[config.mk]
export PLATFORM = sky130hd
export DESIGN_NAME = tblrd_unit
export DESIGN_NICKNAME = d
export VERILOG_FILES = /design/src/rtl/tblrd_pkg.sv /design/src/rtl/tblrd_ctrl.sv /design/src/rtl/tblrd_addr_gen.sv /design/src/rtl/tblrd_hold.sv /design/src/rtl/tblrd_unit.sv
export SDC_FILE = /design/constraint.sdc
export NUM_CORES = 1
export LEC_CHECK = 0
export BUFFER_PORTS_ARGS = -buffer_cell sky130_fd_sc_hd__buf_2
export CORE_MARGIN = 8
export CORE_UTILIZATION = 41
export DETAILED_ROUTE_END_ITERATION = 6
export PLACE_DENSITY = 0.78
export SKIP_LAST_GASP = 1
export SLEW_MARGIN = 20
export SYNTH_ARGS = -nofsm -noshare
export SYNTH_HDL_FRONTEND = slang
export SYNTH_SLANG_ARGS = --single-unit
export TNS_END_PERCENT = 10
[constraint.sdc]
create_clock -name clk -period 2 [get_ports clk]
set_clock_uncertainty 0.15 [all_clocks]
set_input_delay 0.3 -clock clk [delete_from_list [all_inputs] [get_ports clk]]
set_output_delay 0.3 -clock clk [all_outputs]
set_load 0.1 [all_outputs]
[src/rtl/tblrd_pkg.sv]
package tblrd_pkg;
    typedef enum logic [1:0] {
        ST_IDLE  = 2'd0,
        ST_FETCH = 2'd1,
        ST_DONE  = 2'd2
    } tr_state_e;
endpackage

[src/rtl/tblrd_ctrl.sv]
module tblrd_ctrl
    import tblrd_pkg::*;
(
    input  logic clk,
    input  logic rst_n,
    input  logic start_i,
    output logic accept_o,
    output logic busy_o,
    output logic done_o
);
    typedef struct packed {
        tr_state_e st;
    } ctrl_s;

    ctrl_s ctl_d, ctl_q;

    // A start is taken in idle or in the finishing cycle, never mid-fetch
    always_comb begin
        ctl_d    = ctl_q;
        accept_o = start_i && (ctl_q.st != ST_FETCH);
        case (ctl_q.st)
            ST_IDLE:  if (accept_o) ctl_d.st = ST_FETCH;
            ST_FETCH: ctl_d.st = ST_DONE;
            ST_DONE:  ctl_d.st = accept_o ? ST_FETCH : ST_IDLE;
            default:  ctl_d.st = ST_IDLE;
        endcase
        busy_o = (ctl_q.st == ST_FETCH);
        done_o = (ctl_q.st == ST_DONE);
    end

    always_ff @(posedge clk or negedge rst_n) begin
        if (!rst_n) ctl_q <= '{st: ST_IDLE};
        else        ctl_q <= ctl_d;
    end
endmodule

[src/rtl/tblrd_addr_gen.sv]
module tblrd_addr_gen #(
    parameter int PC_W  = 11,
    parameter int PTR_W = 8
) (
    input  logic                   clk,
    input  logic                   rst_n,
    input  logic                   load_i,
    input  logic                   last_page_i,
    input  logic [PC_W-PTR_W-1:0]  pc_page_i,
    input  logic [PTR_W-1:0]       tblp_i,
    output logic [PC_W-1:0]        addr_o
);
    localparam int PAGE_W = PC_W - PTR_W;

    typedef struct packed {
        logic [PC_W-1:0] addr;
    } addr_s;

    addr_s ag_d, ag_q;
    logic [PAGE_W-1:0] page_sel;

    // Each page bit is forced high for the last-page variant
    for (genvar i = 0; i < PAGE_W; i++) begin : g_page
        assign page_sel[i] = last_page_i ? 1'b1 : pc_page_i[i];
    end

    always_comb begin
        ag_d = ag_q;
        if (load_i) ag_d.addr = {page_sel, tblp_i};
    end

    always_ff @(posedge clk or negedge rst_n) begin
        if (!rst_n) ag_q <= '0;
        else        ag_q <= ag_d;
    end

    assign addr_o = ag_q.addr;
endmodule

[src/rtl/tblrd_hold.sv]
module tblrd_hold #(
    parameter int WORD_W = 16,
    parameter int DATA_W = 8,
    parameter int DST_W  = 7
) (
    input  logic                     clk,
    input  logic                     rst_n,
    input  logic                     load_i,
    input  logic                     done_i,
    input  logic [DST_W-1:0]         dst_i,
    input  logic [WORD_W-1:0]        pm_data_i,
    output logic                     wb_en_o,
    output logic [DST_W-1:0]         wb_addr_o,
    output logic [DATA_W-1:0]        wb_data_o,
    output logic [WORD_W-DATA_W-1:0] tblh_o
);
    localparam int HI_W = WORD_W - DATA_W;

    typedef struct packed {
        logic [DST_W-1:0] dst;
        logic [HI_W-1:0]  tblh;
    } hold_s;

    hold_s hd_d, hd_q;

    always_comb begin
        hd_d = hd_q;
        if (done_i) hd_d.tblh = pm_data_i[WORD_W-1:DATA_W];
        if (load_i) hd_d.dst  = dst_i;
        wb_en_o   = done_i;
        wb_addr_o = hd_q.dst;
        wb_data_o = done_i ? pm_data_i[DATA_W-1:0] : '0;
    end

    always_ff @(posedge clk or negedge rst_n) begin
        if (!rst_n) hd_q <= '0;
        else        hd_q <= hd_d;
    end

    assign tblh_o = hd_q.tblh;
endmodule

[src/rtl/tblrd_unit.sv]
module tblrd_unit #(
    parameter int PC_W   = 11,
    parameter int PTR_W  = 8,
    parameter int WORD_W = 16,
    parameter int DATA_W = 8,
    parameter int DST_W  = 7
) (
    input  logic                     clk,
    input  logic                     rst_n,
    input  logic                     start_i,
    input  logic                     last_page_i,
    input  logic [PC_W-PTR_W-1:0]    pc_page_i,
    input  logic [PTR_W-1:0]         tblp_i,
    input  logic [DST_W-1:0]         dst_i,
    output logic [PC_W-1:0]          pm_addr_o,
    output logic                     pm_rd_o,
    input  logic [WORD_W-1:0]        pm_data_i,
    output logic                     wb_en_o,
    output logic [DST_W-1:0]         wb_addr_o,
    output logic [DATA_W-1:0]        wb_data_o,
    output logic [WORD_W-DATA_W-1:0] tblh_o,
    output logic                     busy_o,
    output logic                     done_o
);
    logic accept;

    tblrd_ctrl u_ctrl (
        .clk      (clk),
        .rst_n    (rst_n),
        .start_i  (start_i),
        .accept_o (accept),
        .busy_o   (busy_o),
        .done_o   (done_o)
    );

    tblrd_addr_gen #(.PC_W(PC_W), .PTR_W(PTR_W)) u_addr (
        .clk         (clk),
        .rst_n       (rst_n),
        .load_i      (accept),
        .last_page_i (last_page_i),
        .pc_page_i   (pc_page_i),
        .tblp_i      (tblp_i),
        .addr_o      (pm_addr_o)
    );

    tblrd_hold #(.WORD_W(WORD_W), .DATA_W(DATA_W), .DST_W(DST_W)) u_hold (
        .clk       (clk),
        .rst_n     (rst_n),
        .load_i    (accept),
        .done_i    (done_o),
        .dst_i     (dst_i),
        .pm_data_i (pm_data_i),
        .wb_en_o   (wb_en_o),
        .wb_addr_o (wb_addr_o),
        .wb_data_o (wb_data_o),
        .tblh_o    (tblh_o)
    );

    assign pm_rd_o = busy_o;
endmodule

# [Yosys cells after proc, flatten, opt, wreduce, memory -nomap -nowiden]
# Cells that the tools add are included.
[classes] muxes=7 reduce_logical=2 eq_ne=4
[ops] cell="$mux W8" n=1
[ops] cell="$pmux W2 S3" n=1
[ops] cell="$mux W1" n=4
[ops] cell="$eq A2 B1 Y1 const B" n=1
[ops] cell="$eq A2 B2 Y1 const B" n=1
[ops] cell="$logic_not A2 Y1" n=1
[ops] cell="$mux W2" n=1
[ops] cell="$ne A2 B1 Y1 const B" n=1
[ops] cell="$ne A2 B2 Y1 const B" n=1
[ops] cell="$logic_and A1 B1 Y1" n=1
[word_totals] in_bits=38 reg_bits=28

# [Depth between registers and ports, before layout]
# Gate-level depths: netlist (run 1).
[depth] ltp_word=4 mapped_depth=5

# [Hierarchy]
# A second synthesis (run 1) with hierarchy kept.
[unflattened] cells_unflattened=79 area_unflattened_um2=1166.1
[modules_own_cells] mod="tblrd_hold" seq_area_each_um2=375.4 n_inst=1 cells_per_inst=42 area_each_um2=636.9
[modules_own_cells] mod="tblrd_addr_gen" seq_area_each_um2=275.3 n_inst=1 cells_per_inst=29 area_each_um2=429.2
[modules_own_cells] mod="tblrd_ctrl" seq_area_each_um2=50.0 n_inst=1 cells_per_inst=7 area_each_um2=92.6
[modules_own_cells] mod="tblrd_unit" seq_area_each_um2=0.0 n_inst=1 cells_per_inst=1 area_each_um2=7.5

# [Least setup slack after synthesis (run 1)]
# No wires, ideal clock.
[synth_timing] path_kind="register to output" startpoint="reg u_ctrl.ctl_q[0] (netlist bit)" endpoint="out wb_data_o[0]" stages_incl_launch_ff=5 n_path_buf=2 arrival_time_ns=2.023 path_slack_ns=-0.473 path_cell_list="dfrtp_1 > nor2b_1 > buf_2 > buf_2 > and2_1"
[synth_via] elab_chain_len=2
[synth_lines] element="start, declared" line_no="tblrd_ctrl.sv:15" text="ctrl_s ctl_d, ctl_q;"
[synth_lines] element="start signal, assigned" line_no="tblrd_ctrl.sv:32" text="if (!rst_n) ctl_q <= '{st: ST_IDLE};"
[synth_lines] element="start signal, assigned" line_no="tblrd_ctrl.sv:33" text="else ctl_q <= ctl_d;"
[synth_lines] element="$eq A2 B2 Y1" line_no="tblrd_ctrl.sv:28" text="done_o = (ctl_q.st == ST_DONE);"
[synth_lines] element="named net done_o" line_no="tblrd_unit.sv:23" text="output logic done_o"
[synth_lines] element="$mux W8" line_no="tblrd_hold.sv:32" text="wb_data_o = done_i ? pm_data_i[DATA_W-1:0] : '0;"
[synth_lines] element="end, declared" line_no="tblrd_unit.sv:20" text="output logic [DATA_W-1:0] wb_data_o,"
# The timed path passes the listed nets, and every way through them passes these cells.

# [Worst setup path in the final report (run 1)]
[layout_timing] startpoint="reg u_ctrl.ctl_q[0] (netlist bit)" endpoint="out wb_data_o[5]"
[layout_via] elab_chain_len=2
[layout_lines] element="$eq A2 B2 Y1" line_no="tblrd_ctrl.sv:28"
[layout_lines] element="$mux W8" line_no="tblrd_hold.sv:32"
# No other way between the ends.

==> reports/results.ini, run 1 <==
[timing]
worst_hold_slack_ns = 0.0518
fin_setup_tns_ns = 0
max_slew_margin_pct = 59.7
timing.final.crit_share_pct = 93.8
hold_viol = 0
worst_pin_slew_ns = 0.605
rsz0062_at_grt = no
period_needed_ns = 1.88
drv_slew = 0
setup_viol = 0
max_clock_freq_mhz = 533

[hold_path]
hold_class = in2reg
hold_path_depth = 2
hold_end = u_hold.wb_addr_o[3]
hp-start = dst_i[3]

[floorplanning]
row_count = 19
dieWidth_um = 69.4
io_pins = 76
fp.coreArea_um2 = 2730
die_h_um = 69.4
fp.dieArea_um2 = 4810
initial_core_util_pct = 42.7

[logic_synthesis]
synth_simple_gate_area_share_pct = 8.25
synth_cells = 80
avgSynthCellArea_um2 = 14.6
synth_seq_cells = 28
synth_compound_area_share_pct = 2.57
mappedNetlistNets = 118
syn_area_um2 = 1170
synth.distinct_cells = 13
synth_top_family_by_area = multiplexers
ys_seq_area_share_pct = 60.0
synth.area.mux_share_pct = 24.4
synthAdderAreaFrac_pct = 0
synth-xor-area-share_pct = 0
yosysWarnings = 0

[critical_path]
cp.arrival_ns = 1.43
path_max_fanout = 14
crit_path_start_kind = register
r2r_slack_ns = 0.49
r2r_cells = 4
cp.required_ns = 1.55
crit_path_end_kind = output pin
timing.rr.end = u_hold.tblh_o[3]
r2r_start = u_ctrl.ctl_q[0]
criticalPathCategory = reg2out

[final_layout]
fin_nets = 197
layout.cells.most_common = buf_2
fin_cells = 189
drive_gt1_share_pct = 73.4
most-common-layout-cells = 65 x buf_2, 28 x dfrtp_1, 16 x mux2_2
syn_to_final_growth_pct = 52.8
n_antenna_cell = 0

[routing]
ant_nets = 0
wl_per_cell_um = 15.1
wl_mm = 2.86
first_pass_iters = 4
vias = 890
routed_via_density = 4.71
drc = 0
drt_iter0_drc = 20

[pwr]
clkPwrFrac_pct = 12.6
p_int_w = 0.00101
p_leak_nw = 0.908
cellPowerDensity_nw_per_um2 = 1180
power_frac_comb_pct = 54.1
switchingPower_w = 0.00111
peakVddDrop_mv = 0.879
pwr-share-seq_pct = 33.3
switching_share_pct = 52.4

[grt]
antenna_found_initial = 0
grt_pass1_wl_mm = 4.89
grt_overflow = 0
grtUsageTotal_pct = 12.0
grt_use_met3_pct = 6.44
grt-busiest-layer = met2
grt_max_degree = 29
grtUsageMet2_pct = 19.5
grt_pass1_vias = 1061
use_met1_pct = 13.6

[clock_tree]
clkSinkCount = 28
clk_path_buf_depth = 2
clock_latency_ns = 0.31
numCtsBuffers = 3
cts_tree = done
root_buffer = clkbuf_4
cts_max_level = 1
clkTransAtPathRegs_ns = 0.14

[placed_design]
gp_congestion = 0.751
hpwl_mm = 2.37
port_buffers = 75
dp_cells = 182

[run]
cap_violations = 0

[run_status]
run_status = completed

## cell type report
class                           instances  area, um^2
Tap cell                               31        38.8
Multi-Input combinational cell         44         432
Sequential cell                        28         701
Timing Repair Buffer                   80         569
Inverter                                2        7.51
Clock buffer                            4        36.3
Fill cell                             210         950
## cells by family (layout without fill, tap and decap cells)
logic type             after synthesis  count (layout)
multiplexers                        23              23
buffers and inverters                8              86
AO/OA/AOI/OAI                        6               6
AND/OR/NAND/NOR                     15              15
flip-flops                          28              28
## cells in the mapped netlist
| cell | count | area share, % |
|---|---|---|
| nor2_1 | 3 | 0.96 |
| nor2b_1 | 2 | 1.1 |
| buf_6 | 2 | 1.9 |
| inv_1 | 2 | 0.64 |
| a21oi_1 | 6 | 2.6 |
| buf_2 | 2 | 0.86 |
| dfrtp_1 | 28 | 60 |
| nand2b_4 | 1 | 1.2 |
| mux2_4 | 7 | 9.0 |
| buf_4 | 2 | 1.3 |
| and2_4 | 1 | 0.75 |
| mux2_2 | 16 | 15 |
| and2_1 | 8 | 4.3 |
## layer usage
metal  vias to the layer above  routed length [um]
met4                         0                   7
met5                         -                   0
li1                        422                   -
met1                       411                1210
met2                        55                1300
met3                         2                 341
## power by group through the flow
stage | sequential, W | combinational, W | clock (W)
4_1_cts | 0.000705 | 0.00115 | 0.000278
2_1_floorplan | 0.00139 | 0.000249 | 0
3_5_place_dp | 0.000716 | 0.00115 | 0
3_3_place_gp | 0.000709 | 0.00114 | 0
5_1_grt | 0.000717 | 0.00118 | 0.000307
6_report | 0.000703 | 0.00114 | 0.000266
## metrics by stage
step / utilization, % / cell area (um^2) / power (W) / worst slack (ns)
after floorplan: - / 1190 / 0.00164 / 0.0178
after global placement: 62.9 / 1720 / 0.00184 / 0.474
after detailed placement: 62.9 / 1720 / 0.00186 / 0.439
after CTS: 64.6 / 1770 / 0.00213 / 0.0494
after global routing: 65.3 / 1780 / 0.00220 / 0.00367
final: 65.3 / 1780 / 0.00211 / 0.123
## sequential cells by signal (all words and copies together) (netlist names)
signal	cells
u_addr.addr_o	11
u_hold.wb_addr_o	7
u_hold.tblh_o	8
u_ctrl.ctl_q	2
## repair_timing
item,in CTS,in global routing
gates resized for setup,0,1
endpoints found under the hold margin,28,0
hold buffers,1,0
setup endpoints to repair,0,8
buffers inserted,0,2
## worst max-delay path by stage
stage | start | endpoint | slack [ns] | cells past startpoint
floorplan | u_ctrl.ctl_q[1] | pm_rd_o | 0.02 | 3
global placement | u_ctrl.ctl_q[0] | wb_data_o[6] | 0.47 | 4
detailed placement | u_ctrl.ctl_q[0] | wb_data_o[5] | 0.44 | 4
CTS | u_ctrl.ctl_q[0] | wb_data_o[5] | 0.05 | 4
global route | u_ctrl.ctl_q[0] | wb_data_o[5] | 0.004 | 4
finish | u_ctrl.ctl_q[0] | wb_data_o[5] | 0.12 | 4
## worst max-delay path, stage by stage (launching register included)
cell,delay (ns)
dfrtp_1,0.45
nor2b_1,0.15
buf_6,0.17
and2_4,0.17
buf_12,0.16
Power figures use the tool's default switching activity.
==> run 2, diff against run 1 <==
Settings changed: CTS_CLUSTER_DIAMETER set to 60, SYNTH_HIERARCHICAL set to 1.
==> run 2 against run 1 <==
Routed wire length rose by 3.2%. Sequential share of layout area rose by 1.2 points. Power fell by 0.57%. Global-route usage rose by 0.46 points. Worst hold slack got worse by 0.012 ns. Combinational power barely moved. Sequential cell count did not move. Final area fell by 2.9%. Non-clock buffer count fell by 1. Maximum frequency fell by 3.9%. Sequential power barely moved. Critical path type unchanged.
==> reports/results.ini, run 2 <==
[run_status]
run_status = completed  ; unchanged

[pwr]
p_int_w = 0.000990  ; was 0.00101 W
cellPowerDensity_nw_per_um2 = 1210  ; was 1180 nW/um^2
power_frac_comb_pct = 53.4  ; was 54.1%
switching_share_pct = 52.8  ; was 52.4%
switchingPower_w = 0.00111  ; about the same
p_leak_nw = 0.873  ; was 0.908 nW
peakVddDrop_mv = 0.773  ; was 0.879 mV
power_w = 0.00210  ; was 0.00211 W
pwr-share-seq_pct = 33.6  ; was 33.3%
clkPwrFrac_pct = 13.0  ; was 12.6%

[final_layout]
drive_gt1_share_pct = 73.7  ; was 73.4%
most-common-layout-cells = 65 x buf_2, 28 x dfrtp_1, 16 x mux2_2  ; unchanged
fin_cells = 187  ; was 189
largest_reg_flops = 11  ; unchanged
stdcell_area_um2 = 1730  ; was 1780 um^2
syn_to_final_growth_pct = 48.6  ; was 52.8%
fin_nets = 195  ; was 197
layout.cells.most_common = buf_2  ; unchanged
n_antenna_cell = 0  ; unchanged
nFillCells = 231  ; was 210

[routing]
wl_per_cell_um = 15.8  ; was 15.1 um
met2_wirelength_mm = 1.42  ; was 1.30 mm
wl_mm = 2.95  ; was 2.86 mm
first_pass_iters = 3  ; was 4
routed_via_density = 4.66  ; was 4.71
wl_met1_mm = 1.19  ; was 1.21 mm
routed.top_layer = met4  ; unchanged
wl_met3_um = 317  ; was 341 um
drt_iter0_drc = 20  ; unchanged
ant_nets = 0  ; unchanged
vias = 871  ; was 890
drc = 0  ; unchanged

[grt]
grt_pass1_vias = 1006  ; was 1061
grt_max_degree = 29  ; unchanged
antenna_found_initial = 0  ; unchanged
grtUsageTotal_pct = 12.5  ; was 12.0%
grt_pass1_wl_mm = 4.98  ; was 4.89 mm
grt_overflow = 0  ; unchanged

[clock_tree]
clk_path_buf_depth = 2  ; unchanged
clkTransAtPathRegs_ns = 0.14  ; about the same
root_buffer = clkbuf_4  ; unchanged
clkSinkCount = 28  ; unchanged
cts_max_level = 1  ; unchanged
cts_tree = done  ; unchanged
clock_latency_ns = 0.32  ; was 0.31 ns
numCtsBuffers = 3  ; unchanged

[logic_synthesis]
synth_cells = 79  ; was 80
synthFlopType = dfrtp_1  ; unchanged
synth.distinct_cells = 14  ; was 13
synth-xor-area-share_pct = 0  ; unchanged
yosys-top-cells-count = 28 x dfrtp_1, 16 x mux2_2, 8 x and2_1  ; unchanged
synth_edf_count = 0  ; unchanged
mappedNetlistNets = 117  ; was 118
avgSynthCellArea_um2 = 14.8  ; was 14.6 um^2
synth_top_family_by_area = multiplexers  ; unchanged
synth_compound_area_share_pct = 1.29  ; was 2.57%
synth_seq_cells = 28  ; unchanged
yosysWarnings = 6  ; was 0
yosys.area.top_type_share_pct = 60.1  ; was 60.0%
synth_area_leaders = dfrtp_1 60%, mux2_2 15%, mux2_4 7.7%  ; was dfrtp_1 60%, mux2_2 15%, mux2_4 9.0%
syn_area_um2 = 1170  ; about the same
synth_simple_gate_area_share_pct = 9.87  ; was 8.25%
synth.area.mux_share_pct = 24.1  ; was 24.4%
async_flop_share_pct = 100  ; unchanged
ys_seq_area_share_pct = 60.1  ; was 60.0%
yosysMostFrequentCell = dfrtp_1  ; unchanged
synthAdderAreaFrac_pct = 0  ; unchanged
synth_top_area_cell = dfrtp_1  ; unchanged

[timing]
worst_pin_slew_ns = 0.606  ; was 0.605 ns
drv_slew = 0  ; unchanged
period_needed_ns = 1.95  ; was 1.88 ns
rsz0062_at_grt = yes  ; was no
setup_viol = 0  ; unchanged
hold_viol = 0  ; unchanged
max_slew_margin_pct = 59.6  ; was 59.7%
timing.final.crit_share_pct = 97.6  ; was 93.8%
fin_ws_ns = 0.0481  ; was 0.123 ns
max_clock_freq_mhz = 512  ; was 533 MHz

[critical_path]
r2r_cells = 4  ; unchanged
criticalPathCategory = reg2out  ; unchanged
path_max_fanout = 17  ; was 14
r2r_start = u_ctrl/ctl_q[0]  ; was u_ctrl.ctl_q[0]
crit_end = wb_data_o[6]  ; was wb_data_o[5]
cp.arrival_ns = 1.50  ; was 1.43 ns
crit_path_start_kind = register  ; unchanged
r2r_slack_ns = 0.44  ; was 0.49 ns
crit_chain = and2b_4 -> and2_2 -> buf_12  ; was nor2b_1 -> buf_6 -> and2_4 -> buf_12
cpMaxStageDelayCell = dfrtp_1  ; unchanged
max_stage_delay_ns = 0.43  ; was 0.45 ns
cp.required_ns = 1.55  ; about the same
crit_path_end_kind = output pin  ; unchanged
crit_path_start = u_ctrl/ctl_q[0]  ; was u_ctrl.ctl_q[0]
timing.rr.end = u_hold/wb_addr_o[6]  ; was u_hold.tblh_o[3]

[floorplanning]
die_h_um = 69.3  ; was 69.4 um
io_pins = 76  ; unchanged
dieWidth_um = 69.3  ; was 69.4 um
fp.coreArea_um2 = 2730  ; unchanged
row_count = 19  ; unchanged
initial_core_util_pct = 42.7  ; about the same
fp.dieArea_um2 = 4810  ; about the same

[placed_design]
pre_cts_slack_ns = 0.302  ; was 0.439 ns
postPlaceCellArea_um2 = 1670  ; was 1720 um^2
dp_cells = 180  ; was 182
gp_congestion = 0.786  ; was 0.751
hpwl_mm = 2.42  ; was 2.37 mm
port_buffers = 75  ; unchanged

[hold_path]
hold_class = in2reg  ; unchanged

[run]
cap_violations = 0  ; unchanged

run 2: cell types whose count changed after synthesis:
cell and change:
inv_1 -2, nor2_1 +3, nor2b_2 +1, a21oi_1 -3, and2_4 -1, buf_6 +1
mux2_4 -1, buf_2 -1, nand2b_4 -1, and2b_1 +1, nor2b_4 +1, mux2_1 +1
run 2: kinds of logic (layout without fill, tap and decap cells):
logic type	count (synthesis)	after routing
and+or+nand+nor	19	19
buffers and inverters	6	83
DFF	28	28
muxes	23	23
AOI/OAI and AO/OA	3	3
run 2: area by class of cell:
cell class                 count  area (um^2)  area share [%]
multi-input combinational     45          424            24.5
timing repair buffer          79          533            30.8
tap                           31         38.8            2.24
sequential                    28          701            40.4
clock buffer                   4         36.3            2.09
run 2: repair_timing:
action | 4_1_cts | 5_1_grt
resized for setup | 1 | 1
hold buffers | 1 | 0
setup buffers | 0 | 2
endpoints found under the setup margin | 9 | 9
endpoints found under the hold margin | 28 | 0
run 2: worst min-delay path by stage:
stage | depth (start not counted) | end | from | slack [ns]
finish | 2 | u_hold/tblh_o[2] | pm_data_i[10] | 0.04
global placement | 1 | u_addr/addr_o[1] | rst_n | 0.18
detailed placement | 1 | u_addr/addr_o[0] | rst_n | 0.20
global route | 2 | u_addr/addr_o[6] | tblp_i[6] | 0.01
CTS | 2 | u_hold/tblh_o[2] | pm_data_i[10] | 0.02
floorplan | 0 | u_addr/addr_o[0] | rst_n | -0.15
run 2: critical path: cells and delay by family (launching register included):
family | cells | cell delay (ns)
AND/OR/NAND/NOR | 2 | 0.58
flip-flops | 1 | 0.43
buffers and inverters | 1 | 0.17
run 2: power groups by stage:
stage / Sequential [W] / Clock (W) / Combinational (W)
after floorplan: 0.00139 / 0 / 0.000244
after global placement: 0.000710 / 0 / 0.00111
after detailed placement: 0.000717 / 0 / 0.00112
after CTS: 0.000706 / 0.000290 / 0.00113
after global routing: 0.000719 / 0.000313 / 0.00115
final: 0.000705 / 0.000273 / 0.00112
run 2: stage by stage:
step	setup TNS [ns]	util, %	hold WS (ns)
2_1_floorplan	-0.468	-	-0.146
3_3_place_gp	0	61.0	0.181
5_1_grt	-0.217	63.4	0.0142
3_5_place_dp	0	61.0	0.205
4_1_cts	-0.127	62.7	0.0200
6_report	0	63.4	0.0396
run 2: per-layer routing:
metal  GRT usage (%)  vias to the layer above
li1                -                      411
met1            14.0                      405
met2            20.0                       51
met3            6.29                        4
met4            4.10                        0
met5               0                        -
